[config.mk]
export PLATFORM = sky130hd
export DESIGN_NAME = tmr_scan_cmp
export DESIGN_NICKNAME = d
export VERILOG_FILES = /design/src/rtl/tmr_scan_pkg.sv /design/src/rtl/tmr_scan_chain.sv /design/src/rtl/tmr_scan_seq.sv /design/src/rtl/tmr_scan_diag.sv /design/src/rtl/tmr_scan_cmp.sv
export SDC_FILE = /design/constraint.sdc
export NUM_CORES = 1
export LEC_CHECK = 0
export ABC_AREA = 0
export BUFFER_PORTS_ARGS = -buffer_cell sky130_fd_sc_hd__buf_2
export CORE_MARGIN = 1.5
export CORE_UTILIZATION = 50
export CTS_BUF_LIST = sky130_fd_sc_hd__clkbuf_8 sky130_fd_sc_hd__clkbuf_16
export DETAILED_ROUTE_END_ITERATION = 6
export PLACE_DENSITY = 0.86
export SLEW_MARGIN = 20
export SYNTH_ARGS = -nofsm -noshare
export SYNTH_HDL_FRONTEND = slang
export SYNTH_SLANG_ARGS = --single-unit
[constraint.sdc]
create_clock -name clk -period 1.57 [get_ports clk]
set_clock_uncertainty 0.15 [all_clocks]
set_input_delay 0.0785 -clock clk [delete_from_list [all_inputs] [get_ports clk]]
set_output_delay 0.0785 -clock clk [all_outputs]
set_load 0.02 [all_outputs]
[src/rtl/tmr_scan_pkg.sv]
package tmr_scan_pkg;

    typedef enum logic [1:0] {
        S_IDLE  = 2'd0,
        S_SHIFT = 2'd1,
        S_DONE  = 2'd2
    } scan_state_t;

    // Odd-one-out code of three bits: 0 agree, 1 first, 2 second, 3 third
    function automatic logic [1:0] odd_of(input logic a, input logic b, input logic c);
        if (a == b && b == c) return 2'd0;
        else if (b == c)      return 2'd1;
        else if (a == c)      return 2'd2;
        else                  return 2'd3;
    endfunction

endpackage

[src/rtl/tmr_scan_chain.sv]
module tmr_scan_chain #(
    parameter int CHAIN_LEN = 100
) (
    input  logic                 clk,
    input  logic                 rst_n,
    input  logic                 load,
    input  logic                 adv,
    input  logic [CHAIN_LEN-1:0] taps,
    output logic                 sout
);
    logic [CHAIN_LEN-1:0] cells;

    // Capture/shift stage only: the observed taps are never retimed
    always_ff @(posedge clk or negedge rst_n) begin
        if (!rst_n)    cells <= '0;
        else if (load) cells <= taps;
        else if (adv)  cells <= {1'b0, cells[CHAIN_LEN-1:1]};
    end

    assign sout = cells[0];
endmodule

[src/rtl/tmr_scan_seq.sv]
module tmr_scan_seq
    import tmr_scan_pkg::*;
#(
    parameter int CHAIN_LEN = 100,
    localparam int PW = $clog2(CHAIN_LEN)
) (
    input  logic          clk,
    input  logic          rst_n,
    input  logic          capture,
    input  logic          shift,
    output logic          load,
    output logic          step,
    output logic [PW-1:0] pos,
    output logic          busy,
    output logic          done
);
    localparam logic [PW-1:0] LAST = PW'(CHAIN_LEN - 1);

    scan_state_t state, nstate;
    logic        last_step;

    assign last_step = step && (pos == LAST);

    always_comb begin
        nstate = state;
        unique case (state)
            S_IDLE:  if (capture) nstate = S_SHIFT;
            S_SHIFT: if (capture) nstate = S_SHIFT;
                     else if (last_step) nstate = S_DONE;
            S_DONE:  nstate = capture ? S_SHIFT : S_IDLE;
            default: nstate = S_IDLE;
        endcase
    end

    always_ff @(posedge clk or negedge rst_n) begin
        if (!rst_n) begin
            state <= S_IDLE;
            pos   <= '0;
        end else begin
            state <= nstate;
            if (capture)   pos <= '0;
            else if (step) pos <= pos + 1'b1;
        end
    end

    always_comb begin
        load = capture;
        step = 1'b0;
        busy = 1'b0;
        done = 1'b0;
        unique case (state)
            S_IDLE:  ;
            S_SHIFT: begin
                busy = 1'b1;
                step = shift && !capture;
            end
            S_DONE:  done = 1'b1;
            default: ;
        endcase
    end
endmodule

[src/rtl/tmr_scan_diag.sv]
module tmr_scan_diag
    import tmr_scan_pkg::*;
#(
    parameter int CHAIN_LEN = 100,
    parameter int CTRL_LEN  = 8,
    localparam int PW = $clog2(CHAIN_LEN)
) (
    input  logic          clk,
    input  logic          rst_n,
    input  logic          clear,
    input  logic          step,
    input  logic [PW-1:0] pos,
    input  logic          bit_a,
    input  logic          bit_b,
    input  logic          bit_c,
    output logic          found,
    output logic [1:0]    first_odd,
    output logic [PW-1:0] first_pos,
    output logic          ctrl_hit,
    output logic          multi
);
    logic [1:0] odd_now;
    logic       mis_now;
    logic       prev_mis;
    logic       in_ctrl;

    assign odd_now = odd_of(bit_a, bit_b, bit_c);
    assign mis_now = (odd_now != 2'd0);
    assign in_ctrl = (int'(pos) < CTRL_LEN);

    always_ff @(posedge clk or negedge rst_n) begin
        if (!rst_n) begin
            found     <= 1'b0;
            first_odd <= 2'd0;
            first_pos <= '0;
            ctrl_hit  <= 1'b0;
            multi     <= 1'b0;
            prev_mis  <= 1'b0;
        end else if (clear) begin
            found     <= 1'b0;
            first_odd <= 2'd0;
            first_pos <= '0;
            ctrl_hit  <= 1'b0;
            multi     <= 1'b0;
            prev_mis  <= 1'b0;
        end else if (step) begin
            prev_mis <= mis_now;
            if (mis_now) begin
                if (!found) begin
                    found     <= 1'b1;
                    first_odd <= odd_now;
                    first_pos <= pos;
                end else if (odd_now != first_odd) begin
                    multi <= 1'b1;
                end
                if (prev_mis) multi    <= 1'b1;
                if (in_ctrl)  ctrl_hit <= 1'b1;
            end
        end
    end
endmodule

[src/rtl/tmr_scan_cmp.sv]
module tmr_scan_cmp #(
    parameter int CHAIN_LEN = 100,
    parameter int CTRL_LEN  = 8
) (
    input  logic                         clk,
    input  logic                         rst_n,
    input  logic                         capture,
    input  logic                         shift,
    input  logic [CHAIN_LEN-1:0]         taps_a,
    input  logic [CHAIN_LEN-1:0]         taps_b,
    input  logic [CHAIN_LEN-1:0]         taps_c,
    output logic                         busy,
    output logic                         scan_done,
    output logic                         flt_any,
    output logic [1:0]                   flt_odd,
    output logic [$clog2(CHAIN_LEN)-1:0] flt_pos,
    output logic                         flt_ctrl,
    output logic                         flt_multi
);
    localparam int PW = $clog2(CHAIN_LEN);
    localparam int NREP = 3;

    logic [NREP-1:0][CHAIN_LEN-1:0] taps_all;
    logic [NREP-1:0]                sout;
    logic                           load, step;
    logic [PW-1:0]                  pos;
    logic [1:0]                     first_odd;
    logic                           multi;

    assign taps_all = {taps_c, taps_b, taps_a};

    tmr_scan_seq #(.CHAIN_LEN(CHAIN_LEN)) u_seq (
        .clk(clk), .rst_n(rst_n), .capture(capture), .shift(shift),
        .load(load), .step(step), .pos(pos), .busy(busy), .done(scan_done)
    );

    for (genvar g = 0; g < NREP; g++) begin : g_chain
        tmr_scan_chain #(.CHAIN_LEN(CHAIN_LEN)) u_chain (
            .clk(clk), .rst_n(rst_n), .load(load), .adv(step),
            .taps(taps_all[g]), .sout(sout[g])
        );
    end

    tmr_scan_diag #(.CHAIN_LEN(CHAIN_LEN), .CTRL_LEN(CTRL_LEN)) u_diag (
        .clk(clk), .rst_n(rst_n), .clear(load), .step(step), .pos(pos),
        .bit_a(sout[0]), .bit_b(sout[1]), .bit_c(sout[2]),
        .found(flt_any), .first_odd(first_odd), .first_pos(flt_pos),
        .ctrl_hit(flt_ctrl), .multi(multi)
    );

    assign flt_multi = multi;
    assign flt_odd   = multi ? 2'd0 : first_odd;
endmodule

* Yosys cells after proc, flatten, opt, wreduce, memory -nomap -nowiden
Cells that the tools add are included.
Storage, ports and cells: input port bits 304, register bits 322, word-level logic and storage cells 82
Operators by class: add/sub/neg operators 1, multiplexer cells 43, reduce and logical (&&, ||, !) cells 16, $lt $le $gt $ge 1, equal/unequal tests 10
Operators with widths (number):
- 2-to-1 mux 100 bit | 6
- 2-to-1 mux 7 bit | 6
- 2-to-1 mux 1 bit | 20
- 2-to-1 mux 2 bit | 10
- nonzero test 2 bit | 4
- adder 7 x 1 -> 7 bit (second input constant) | 1
- == test 7 bit (second input constant) | 1
- < comparator 7 x 4 -> 1 bit (second input constant) | 1
- one-hot mux 2 bit (3 select lines) | 1
- AND reduction 3 bit | 2
- nonzero test 3 bit | 2
- inequality test 2 bit (second input constant) | 2
- AND reduction 2 bit | 2
- AND reduction 4 bit | 1
- == test 1 bit | 3
- logical AND 1 bit | 3
- inequality test 3 x 2 -> 1 bit (second input constant) | 1
- == test 2 x 1 -> 1 bit (second input constant) | 1
- == test 2 bit (second input constant) | 1
- logical NOT 2 bit | 1
- inequality test 2 bit | 1
- logical NOT 1 bit | 1

* Logic depth before layout (Yosys ltp)
Gate-level depths: netlist of run 1.
depth in word-level cells 11, mapped depth 6, mapped depth without buffers 5

* Modules after synthesis
From an unflattened synthesis of run 1, not the netlist that was laid out.
Unflattened totals: cells, all modules 1397, area total of the unflattened synthesis 15020.7 um^2
Modules (own cells, without submodules):
- tmr_scan_chain | instances 3, cells each 433, area an instance 4657.0 um^2, sequential area each 2502.4 um^2
- tmr_scan_diag | instances 1, cells each 49, area an instance 573.0 um^2, sequential area each 325.3 um^2
- tmr_scan_seq | instances 1, cells each 47, area an instance 464.2 um^2, sequential area each 225.2 um^2
- tmr_scan_cmp | instances 1, cells each 2, area an instance 12.5 um^2, sequential area each 0.0 um^2

* Worst setup path before layout of run 1
Ideal clock, no wire load.
path kind reg-to-reg, start point register g_chain[2].u_chain.cells[0], end point register u_diag.first_pos[0], path slack -0.084 ns, required time 1.295 ns, setup time 0.125 ns, cell stages (with the launch flop) 6, arrival 1.379 ns, buffers on the path 1, cells stage by stage dfrtp_1 -> buf_2 -> nor3_2 -> nor2_1 -> nand2_1 -> mux2_2
On the way: word-level cells in the longest chain between the ends 7, elaborated cells on any way between the ends 9, those cells by class eq/ne (2); mux (3); reduce/logical (4)
Ends and longest elaborated chain:
- from (decl) | RTL line tmr_scan_chain.sv:11 | logic [CHAIN_LEN-1:0] cells;
- from (signal assigned) | RTL line tmr_scan_chain.sv:16 | else if (load) cells <= taps;
- from (signal assigned) | RTL line tmr_scan_chain.sv:17 | else if (adv) cells <= {1'b0, cells[CHAIN_LEN-1:1]};
- == test 1 bit | RTL line tmr_scan_pkg.sv:13 | else if (a == c) return 2'd2;
- 2-to-1 mux 1 bit | RTL line tmr_scan_pkg.sv:13
- 2-to-1 mux 2 bit | RTL line tmr_scan_pkg.sv:12 | else if (b == c) return 2'd1;
- 2-to-1 mux 2 bit * | RTL line tmr_scan_pkg.sv:11 | if (a == b && b == c) return 2'd0;
- nonzero test 2 bit * | RTL line tmr_scan_diag.sv:28 | assign mis_now = (odd_now != 2'd0);
- nonzero test 2 bit (no line) *
- AND reduction 3 bit (no line) *
- to (signal assigned) | RTL line tmr_scan_diag.sv:52 | first_pos <= pos;
- to (decl) | RTL line tmr_scan_diag.sv:18 | output logic [PW-1:0] first_pos,
Mark *: on every way between the ends. The rest lies on a longest branch, timed or not. A chain may end at the register's enable or synchronous reset.

* Final worst setup path of run 1
start point register u_seq.state[0], end point register g_chain[0].u_chain.cells[47]
On the way: word-level cells in the longest chain between the ends 3
Ends and longest elaborated chain:
- from (decl) | RTL line tmr_scan_seq.sv:19 | scan_state_t state, nstate;
- from (signal assigned) | RTL line tmr_scan_seq.sv:40 | state <= nstate;
- == test 2 x 1 -> 1 bit | RTL line tmr_scan_seq.sv:51 | unique case (state)
- 2-to-1 mux 1 bit | RTL line tmr_scan_seq.sv:51
- nonzero test 2 bit (no line)
- to (signal assigned) | RTL line tmr_scan_chain.sv:16
- to (signal assigned) | RTL line tmr_scan_chain.sv:17
- to (decl) | RTL line tmr_scan_chain.sv:11
Every way passes these cells.

==> impl_metrics.json, run 1 <==
{
  "status": "finished with violations",
  "violations": "design-rule violations, negative hold slack, negative setup slack",
  "synth_top_flop_cell": "dfrtp_1",
  "worstSetupEndpointType": "register",
  "tns_ns": -60.91,
  "cpMostUsedCell": "buf_12",
  "numCtsBuffers": 35,
  "synth_fa_ha_area_frac": 0.000847,
  "drc": 5,
  "cts.clk_slew.worst_paths_ns": 0.07,
  "maxCapViolCount": 0,
  "seq_area_frac_synth": 0.546,
  "gp_congestion": 0.839,
  "crit_chain": "nand3b_1 > buf_6 > buf_12 > buf_12 > buf_16 > mux2i_1 > o21ai_1",
  "cts_buffer_depth": 3,
  "total_power_mw": 23.0,
  "synth_top_family_by_area": "multiplexers",
  "num-fill-cells": 1358,
  "critPathBufInv": 4,
  "synth-xor-area-share": 0.00415,
  "cp.arrival_ns": 2.50,
  "setup_viol": 316,
  "route.met3.wl_mm": 6.43,
  "path_class": "reg -> reg",
  "die-area_mm2": 0.0306,
  "synthMuxAreaShare": 0.207,
  "dpl.hpwl_mm": 25.0,
  "synthTopCellsByArea": "dfrtp_1 55%, mux2i_1 20%, o21ai_0 10%",
  "slew_viol_final": 0,
  "port_buffers": 317,
  "place_ws_ns": -0.0959,
  "synth_top_area_frac": 0.546,
  "synth_edf_count": 0,
  "start_kind": "register",
  "antenna_found_initial": 14,
  "wl_met2_mm": 31.0,
  "yosysWarnings": 0,
  "leakagePower_nw": 11.1,
  "cp_max_fo": 9,
  "dp_cells": 2080,
  "vias": 15434,
  "ant_nets": 0,
  "grt_max_degree": 96,
  "powerDensity_mw_per_mm2": 973,
  "final_layout_size_suffix_gt1_frac": 0.299,
  "r2r-start": "u_seq.state[0]",
  "synth_compound_area_frac": 0.108,
  "cts_tree": "done",
  "slew_headroom": 0.543,
  "hold_slack_ns": -0.00988,
  "synthTopCellsByCount": "322 x dfrtp_1, 314 x nand2_1, 302 x o21ai_0",
  "worst_pin_slew_ns": 0.686,
  "grt_overflow": 0,
  "ys_seq_elements": 322,
  "die_h_um": 175,
  "start_util": 0.512,
  "wl_per_cell_um": 25.8,
  "fin_area_mm2": 0.0236,
  "worst_slack_ns": -0.747,
  "grt_pass1_vias": 16041,
  "m1WireLength_mm": 20.9,
  "htree_levels": 2,
  "final_hold_viol_count": 1,
  "path_delay_family": "buffers and inverters",
  "fin_crit_ns": 2.32,
  "ys_types": 33,
  "max_freq_mhz": 432,
  "rows": 62,
  "vias_per_cell": 6.12,
  "synth_nets": 1720,
  "root_buffer": "clkbuf_16",
  "synth_top_area_cell": "dfrtp_1",
  "ir_drop_uv": 850,
  "coreArea_mm2": 0.0289,
  "cts_sinks": 322,
  "critPathRequiredTime_ns": 1.76,
  "fin_nets": 2412,
  "insertion_delay_ns": 0.51,
  "drtIter0Drc": 1735,
  "grt_use_total": 0.373,
  "top_layer": "met5",
  "yosys.area_share.simple": 0.0982,
  "syn_inst": 1415,
  "syn_avg_cell_area_um2": 10.4,
  "crit_slowest_cell": "mux2i_1",
  "grt_setup_unrepaired": "true",
  "slowest_delay_ns": 0.52,
  "fin_util": 0.817,
  "die_x_um": 175,
  "postPlaceCellArea_mm2": 0.0172,
  "drt_pass1_iterations": 7,
  "synth-async-reset-ratio": 1.00,
  "fin_crit_sh": 1.48,
  "area_growth_pct": 59.7,
  "syn-cell-area_mm2": 0.0148,
  "synth.most_common_cell": "dfrtp_1",
  "fin_cells": 2521,
  "io_pins": 318,
  "startpoint": "u_seq.state[0]",
  "hp-class": "in -> async",
  "drt-total-wl_mm": 65.0,
  "grt_first_pass_wirelength_mm": 88.1
}
==> cell usage in the layout (no fill, tap or decap), types with 13 or more instances in the layout <==
cell | synthesis | final
mux2i_4 | 0 | 41
o21ai_1 | 1 | 207
o21ai_2 | 0 | 29
buf_16 | 0 | 17
dfrtp_1 | 322 | 321
clkbuf_16 | 0 | 44
mux2i_1 | 297 | 213
dlygate4sd3_1 | 0 | 318
buf_2 | 11 | 312
mux2i_2 | 0 | 43
nand2_1 | 314 | 313
buf_4 | 31 | 49
o21ai_0 | 302 | 64
buf_6 | 1 | 13
buf_12 | 0 | 33
==> what timing repair did <==
item	4_1_cts	5_1_grt
setup endpoints to repair	260	322
hold buffers	318	0
setup buffers	3	33
pin swaps	14	18
gates cloned	13	10
hold endpoints to repair	641	0
resized for setup	139	358
==> logic make-up (layout without fill, tap and decap cells) <==
logic type	count (synthesis)	in the layout
simple gates	358	358
other cells	0	8
compound gates	316	316
fa+ha+maj	1	1
mux	304	304
buf+inv	107	821
flops	322	322
xor+xnor	7	7
==> flip-flops by register name (all words and copies together) (netlist names) <==
signal and cells:
u_diag.first_pos 7, u_diag.first_odd 2, u_seq.state 2, u_diag.prev_mis 1
u_diag.ctrl_hit 1, u_diag.found 1, u_seq.pos 7, u_diag.multi 1
g_chain.u_chain.cells 300
==> power by group <==
part / internal [mW] / switching (mW) / total (mW)
combinational: 2.45 / 2.34 / 4.79
sequential: 9.14 / 0.853 / 9.99
clock: 4.64 / 3.53 / 8.18
total: 16.2 / 6.73 / 23.0
==> worst paths after layout <==
kind,endpoint,slack (ns),depth (start not counted)
min in group clk,g_chain[0].u_chain.cells[9],0.17,4
max reg2reg,g_chain[0].u_chain.cells[47],-0.75,7
min reg2reg,g_chain[0].u_chain.cells[99],0.38,2
max,g_chain[0].u_chain.cells[47],-0.75,7
max in group asynchronous,g_chain[0].u_chain.cells[59],0.61,3
min,g_chain[1].u_chain.cells[92],-0.01,2
==> per-layer routing <==
layer  GRT usage  vias up
met5     0.00321        -
met4       0.264       12
met3      0.0953      566
met2       0.644     1265
met1       0.399     7322
li1            -     6269
==> cell type report <==
class                           count  area, um2  share of cell area
Clock inverter                     15       96.3             0.00408
Timing Repair Buffer              761       6820               0.289
Multi-Input combinational cell    986       7110               0.302
Inverter                            1       3.75            0.000159
Tap cell                          384        480              0.0204
Antenna cell                        8       20.0            0.000849
Sequential cell                   322       8060               0.342
Clock buffer                       44       1000              0.0424
(Power assumes the default switching activity.)
==> run 2: changes to the inputs <==
CORE_MARGIN = unset   (was 1.5)
==> impl_metrics.json, run 2 (synthesized netlist as in run 1, its figures left out) <==
{
  "fin_nets": 2438,
  "cp.arrival_ns": 2.16,
  "root_buffer": "clkbuf_16",
  "die-area_mm2": 0.0302,
  "wl_per_cell_um": 25.4,
  "num-fill-cells": 1360,
  "regMostFlops": "g_chain.u_chain.cells",
  "r2r_slack_ns": -0.33,
  "fin_cells": 2554,
  "regArea_mm2": 0.00806,
  "gp_congestion": 0.830,
  "ant_nets": 0,
  "rows": 62,
  "violations": "negative setup slack",
  "worstRegToRegCells": 7,
  "r2r_end": "g_chain[0].u_chain.cells[27]",
  "maxCapViolCount": 0,
  "worst_slack_ns": -0.335,
  "fin_crit_ns": 1.90,
  "grt_use_total": 0.372,
  "worstSetupEndpointType": "register",
  "cts_tree": "done",
  "hp-start": "taps_c[80]",
  "port_buffers": 317,
  "crit_slowest_cell": "dfrtp_1",
  "start_util": 0.512,
  "fin_area_mm2": 0.0237,
  "vias": 15511,
  "final_hold_viol_count": 0,
  "largest_reg_flops": 300,
  "fin_util": 0.821,
  "ir_drop_uv": 644,
  "slew_headroom": 0.662,
  "die_x_um": 174,
  "dp_cells": 2073,
  "place_ws_ns": -0.210,
  "slowest_delay_ns": 0.37,
  "io_pins": 318,
  "area_growth_pct": 60.4,
  "vias_per_cell": 6.07,
  "die_h_um": 174,
  "htree_levels": 2,
  "cts_buffer_depth": 3,
  "slew_viol_final": 0,
  "start_kind": "register",
  "startpoint": "u_seq.state[1]",
  "powerDensity_mw_per_mm2": 950,
  "insertion_delay_ns": 0.50,
  "worst_pin_slew_ns": 0.507,
  "drt_pass1_iterations": 6,
  "endpoint": "g_chain[0].u_chain.cells[27]",
  "final_cell_mix": "354 x dlygate4sd3_1, 319 x dfrtp_1, 312 x nand2_1, 312 x buf_2, 256 x o21ai_1",
  "r2r-start": "u_seq.state[1]",
  "setup_viol": 306,
  "final_layout_size_suffix_gt1_frac": 0.278,
  "drtIter0Drc": 1599,
  "grt_pass1_vias": 15796,
  "grt_max_degree": 122,
  "cts.clk_slew.worst_paths_ns": 0.06,
  "status": "finished with violations",
  "numCtsBuffers": 35,
  "cp_max_fo": 8,
  "grt_overflow": 0,
  "layout_commonest_cell": "dlygate4sd3_1",
  "fin_crit_sh": 1.21,
  "dpl.hpwl_mm": 24.6,
  "grt_setup_unrepaired": "true",
  "leakagePower_nw": 11.2,
  "hp-class": "in -> reg",
  "cpMostUsedCell": "buf_12",
  "reg.largest.list": "g_chain.u_chain.cells x300, u_diag.first_pos x7, u_seq.pos x7",
  "cts_sinks": 322,
  "grt_first_pass_wirelength_mm": 86.5,
  "drc": 0,
  "multiInputGateArea_mm2": 0.00690,
  "antenna_found_initial": 15,
  "drt-total-wl_mm": 64.8,
  "crit_chain": "nand3b_1 > buf_6 > buf_12 > buf_12 > buf_16 > mux2i_4 > o21ai_4",
  "coreArea_mm2": 0.0289,
  "max_freq_mhz": 525,
  "postPlaceCellArea_mm2": 0.0171,
  "critPathRequiredTime_ns": 1.82,
  "path_class": "reg -> reg"
}
-- run 2: cell count changes in the layout (fill, tap and decap cells not counted), moves of 14 or more --
cell	previous run	this run
buf_4	49	29
mux2i_1	213	236
dlygate4sd3_1	318	354
o21ai_1	207	256
o21ai_0	64	18
mux2i_2	43	29
-- run 2: where the power goes --
group          internal, mW  total (mW)  switching, mW  leakage [nW]
clock network          4.33        7.82           3.49         0.548
registers              9.14        9.96          0.815          3.95
logic                  2.42        4.71           2.30          6.68
-- run 2: routing by layer --
layer  GRT usage  routed length (um)
met4       0.275                6380
met5           0                  12
met2       0.631               31400
met3      0.0941                6070
met1       0.402               20900
-- run 2: repair_timing --
action / in CTS / in global routing
hold endpoints to repair: 639 / 0
hold buffers: 354 / 0
resized for setup: 141 / 374
buffers inserted: 2 / 23
gates cloned: 6 / 25
pin swaps: 10 / 42
endpoints found under the setup margin: 253 / 345
-- run 2: critical path: cells and delay by family, from the launching register on --
family | cells | cell delay, ns
buffers and inverters | 4 | 0.62
and+or+nand+nor | 1 | 0.21
muxes | 1 | 0.20
AOI/OAI and AO/OA | 1 | 0.25
DFF | 1 | 0.37
-- run 2: cell type report --
| cell class | count | area share |
|---|---|---|
| Clock buffer | 41 | 0.0405 |
| Multi-Input combinational cell | 986 | 0.291 |
| Tap cell | 384 | 0.0203 |
| Inverter | 1 | 0.000158 |
| Sequential cell | 322 | 0.340 |
| Clock inverter | 16 | 0.00333 |
| Timing Repair Buffer | 787 | 0.302 |
| Antenna cell | 17 | 0.00180 |
-- run 2: worst min-delay path by stage --
| stage | end | depth (start not counted) |
|---|---|---|
| finish | g_chain[2].u_chain.cells[80] | 4 |
| global route | g_chain[1].u_chain.cells[40] | 4 |
| detailed placement | g_chain[0].u_chain.cells[10] | 1 |
| global placement | g_chain[0].u_chain.cells[10] | 1 |
| CTS | u_seq.state[1] | 4 |
| floorplan | g_chain[0].u_chain.cells[0] | 0 |
-- run 2: through the flow --
| step | power, mW | hold WS [ns] | setup TNS, ns |
|---|---|---|---|
| after floorplan | 11.2 | -0.367 | 0 |
| after global placement | 12.3 | -0.138 | -1.83 |
| after detailed placement | 12.5 | -0.133 | -12.30 |
| after CTS | 20.8 | 0.0434 | -16.22 |
| after global routing | 23.2 | 0.188 | -57.26 |
| final | 22.5 | 0.171 | -40.94 |
==> run 3: changes to the inputs <==
ABC_CLOCK_PERIOD_IN_PS = 1600   (was unset)
CAP_MARGIN = 20   (was unset)
clock period = 1.6 ns   (was 1.57 ns; I/O delays follow)
==> impl_metrics.json, run 3 (synthesized netlist as in run 1, its figures left out) <==
{
  "violations": "design-rule violations, negative hold slack, negative setup slack",
  "gp_congestion": 0.833,
  "dp_cells": 2074,
  "cp_max_fo": 6,
  "ir_drop_uv": 651,
  "drt-total-wl_mm": 65.2,
  "cts_buffer_depth": 3,
  "grt_use_total": 0.367,
  "dpl.hpwl_mm": 24.6,
  "reg.largest.list": "g_chain.u_chain.cells x300, u_diag.first_pos x7, u_seq.pos x7",
  "root_buffer": "clkbuf_16",
  "vias": 15587,
  "die_x_um": 174,
  "hold_slack_ns": -0.0212,
  "tns_ns": -30.87,
  "regArea_mm2": 0.00806,
  "critPathBufInv": 2,
  "cts_sinks": 322,
  "max_freq_mhz": 510,
  "ant_nets": 0,
  "insertion_delay_ns": 0.52,
  "cts_tree": "done",
  "crit_chain": "nand3b_1 > buf_6 > buf_4 > o211ai_1 > o211ai_1",
  "setup_viol": 301,
  "status": "finished with violations",
  "worstSetupEndpointType": "register",
  "layout_commonest_cell": "dlygate4sd3_1",
  "port_buffers": 317,
  "vias_per_cell": 6.13,
  "multiInputGateArea_mm2": 0.00710,
  "htree_levels": 2,
  "slew_viol_final": 0,
  "slew_headroom": 0.414,
  "area_growth_pct": 60.8,
  "rows": 62,
  "final_hold_viol_count": 1,
  "crit_slowest_cell": "o211ai_1",
  "fin_nets": 2422,
  "drc": 1,
  "coreArea_mm2": 0.0289,
  "start_kind": "register",
  "antenna_found_initial": 15,
  "path_delay_family": "compound AO/OA/AOI/OAI gates",
  "wl_per_cell_um": 25.6,
  "die-area_mm2": 0.0302,
  "worst_slack_ns": -0.362,
  "numCtsBuffers": 35,
  "postPlaceCellArea_mm2": 0.0172,
  "grt_overflow": 0,
  "fin_cells": 2543,
  "final_cell_mix": "353 x dlygate4sd3_1, 320 x dfrtp_1, 313 x nand2_1",
  "grt_setup_unrepaired": "true",
  "slowest_delay_ns": 0.41,
  "fin_util": 0.823,
  "hp-class": "in -> reg",
  "critPathRequiredTime_ns": 1.78,
  "path_class": "reg -> reg",
  "final_layout_size_suffix_gt1_frac": 0.289,
  "regMostFlops": "g_chain.u_chain.cells",
  "drtIter0Drc": 1677,
  "leakagePower_nw": 11.1,
  "cp.arrival_ns": 2.14,
  "cpMostUsedCell": "o211ai_1",
  "die_h_um": 174,
  "fin_crit_ns": 1.96,
  "powerDensity_mw_per_mm2": 979,
  "io_pins": 318,
  "largest_reg_flops": 300,
  "fin_area_mm2": 0.0238,
  "num-fill-cells": 1341,
  "fin_crit_sh": 1.23,
  "maxCapViolCount": 0,
  "grt_first_pass_wirelength_mm": 86.1,
  "grt_max_degree": 105,
  "worst_pin_slew_ns": 0.879,
  "start_util": 0.512,
  "drt_pass1_iterations": 7,
  "grt_pass1_vias": 16093,
  "cts.clk_slew.worst_paths_ns": 0.07
}
run 3: cell count changes in the layout (fill, tap and decap cells not counted), moves of 4 or more:
cell	previous run	this run
mux2i_4	32	36
bufinv_16	0	4
buf_6	14	19
mux2i_1	236	223
buf_8	17	6
o21ai_2	27	36
o21ai_1	256	210
clkbuf_8	6	10
o21ai_0	18	54
mux2i_2	29	38
run 3: routing by layer:
| metal | track usage | routed length [um] | up-vias |
|---|---|---|---|
| met5 | 0 | 0 | - |
| met1 | 0.391 | 20400 | 7325 |
| li1 | - | - | 6320 |
| met4 | 0.286 | 6980 | 0 |
| met2 | 0.630 | 31700 | 1337 |
| met3 | 0.0860 | 6080 | 605 |
run 3: final timing paths:
check	startpoint	endpoint	slack (ns)	cells past startpoint
max in group asynchronous	rst_n	g_chain[1].u_chain.cells[37]	0.10	4
setup / recovery	u_seq.state[1]	u_diag.first_odd[1]	-0.36	5
min in group asynchronous	rst_n	g_chain[0].u_chain.cells[9]	0.47	3
hold reg to reg	g_chain[1].u_chain.cells[23]	g_chain[1].u_chain.cells[22]	0.40	2
hold / removal	capture	g_chain[0].u_chain.cells[81]	-0.02	3
setup reg to reg	u_seq.state[1]	u_diag.first_odd[1]	-0.36	5
run 3: report_power, final:
part	internal (mW)	switching (mW)	leakage, nW
combinational	2.34	2.25	6.56
clock	5.31	3.56	0.634
sequential	8.97	0.823	3.95
total	16.6	6.63	11.1
run 3: what timing repair did:
action / CTS / global route
buffers inserted: 5 / 7
gates resized for setup: 148 / 332
endpoints found under the setup margin: 190 / 341
endpoints found under the hold margin: 631 / 11
hold buffers: 344 / 10
pin swaps: 5 / 26
gates cloned: 4 / 21
run 3: metrics by stage:
stage / worst slack [ns] / total power [mW]
floorplan: 0.0356 / 11.0
global placement: -0.116 / 12.1
detailed placement: -0.0731 / 12.3
CTS: -0.0988 / 21.6
global route: -0.453 / 23.9
finish: -0.362 / 23.2
run 3: layout make-up:
class,count,area share
multi-input cells,986,0.299
inverters,1,0.000158
repair buffers,771,0.287
clock buffers,47,0.0448
clock inverters,15,0.00748
flip-flops and latches,322,0.339
well taps,384,0.0202
diodes,17,0.00179
run 3: worst register-to-register path, stage by stage, from the launching register on:
cell and delay [ns]:
dfrtp_1 0.39, nand3b_1 0.23, buf_6 0.20, buf_4 0.16, o211ai_1 0.41, o211ai_1 0.25
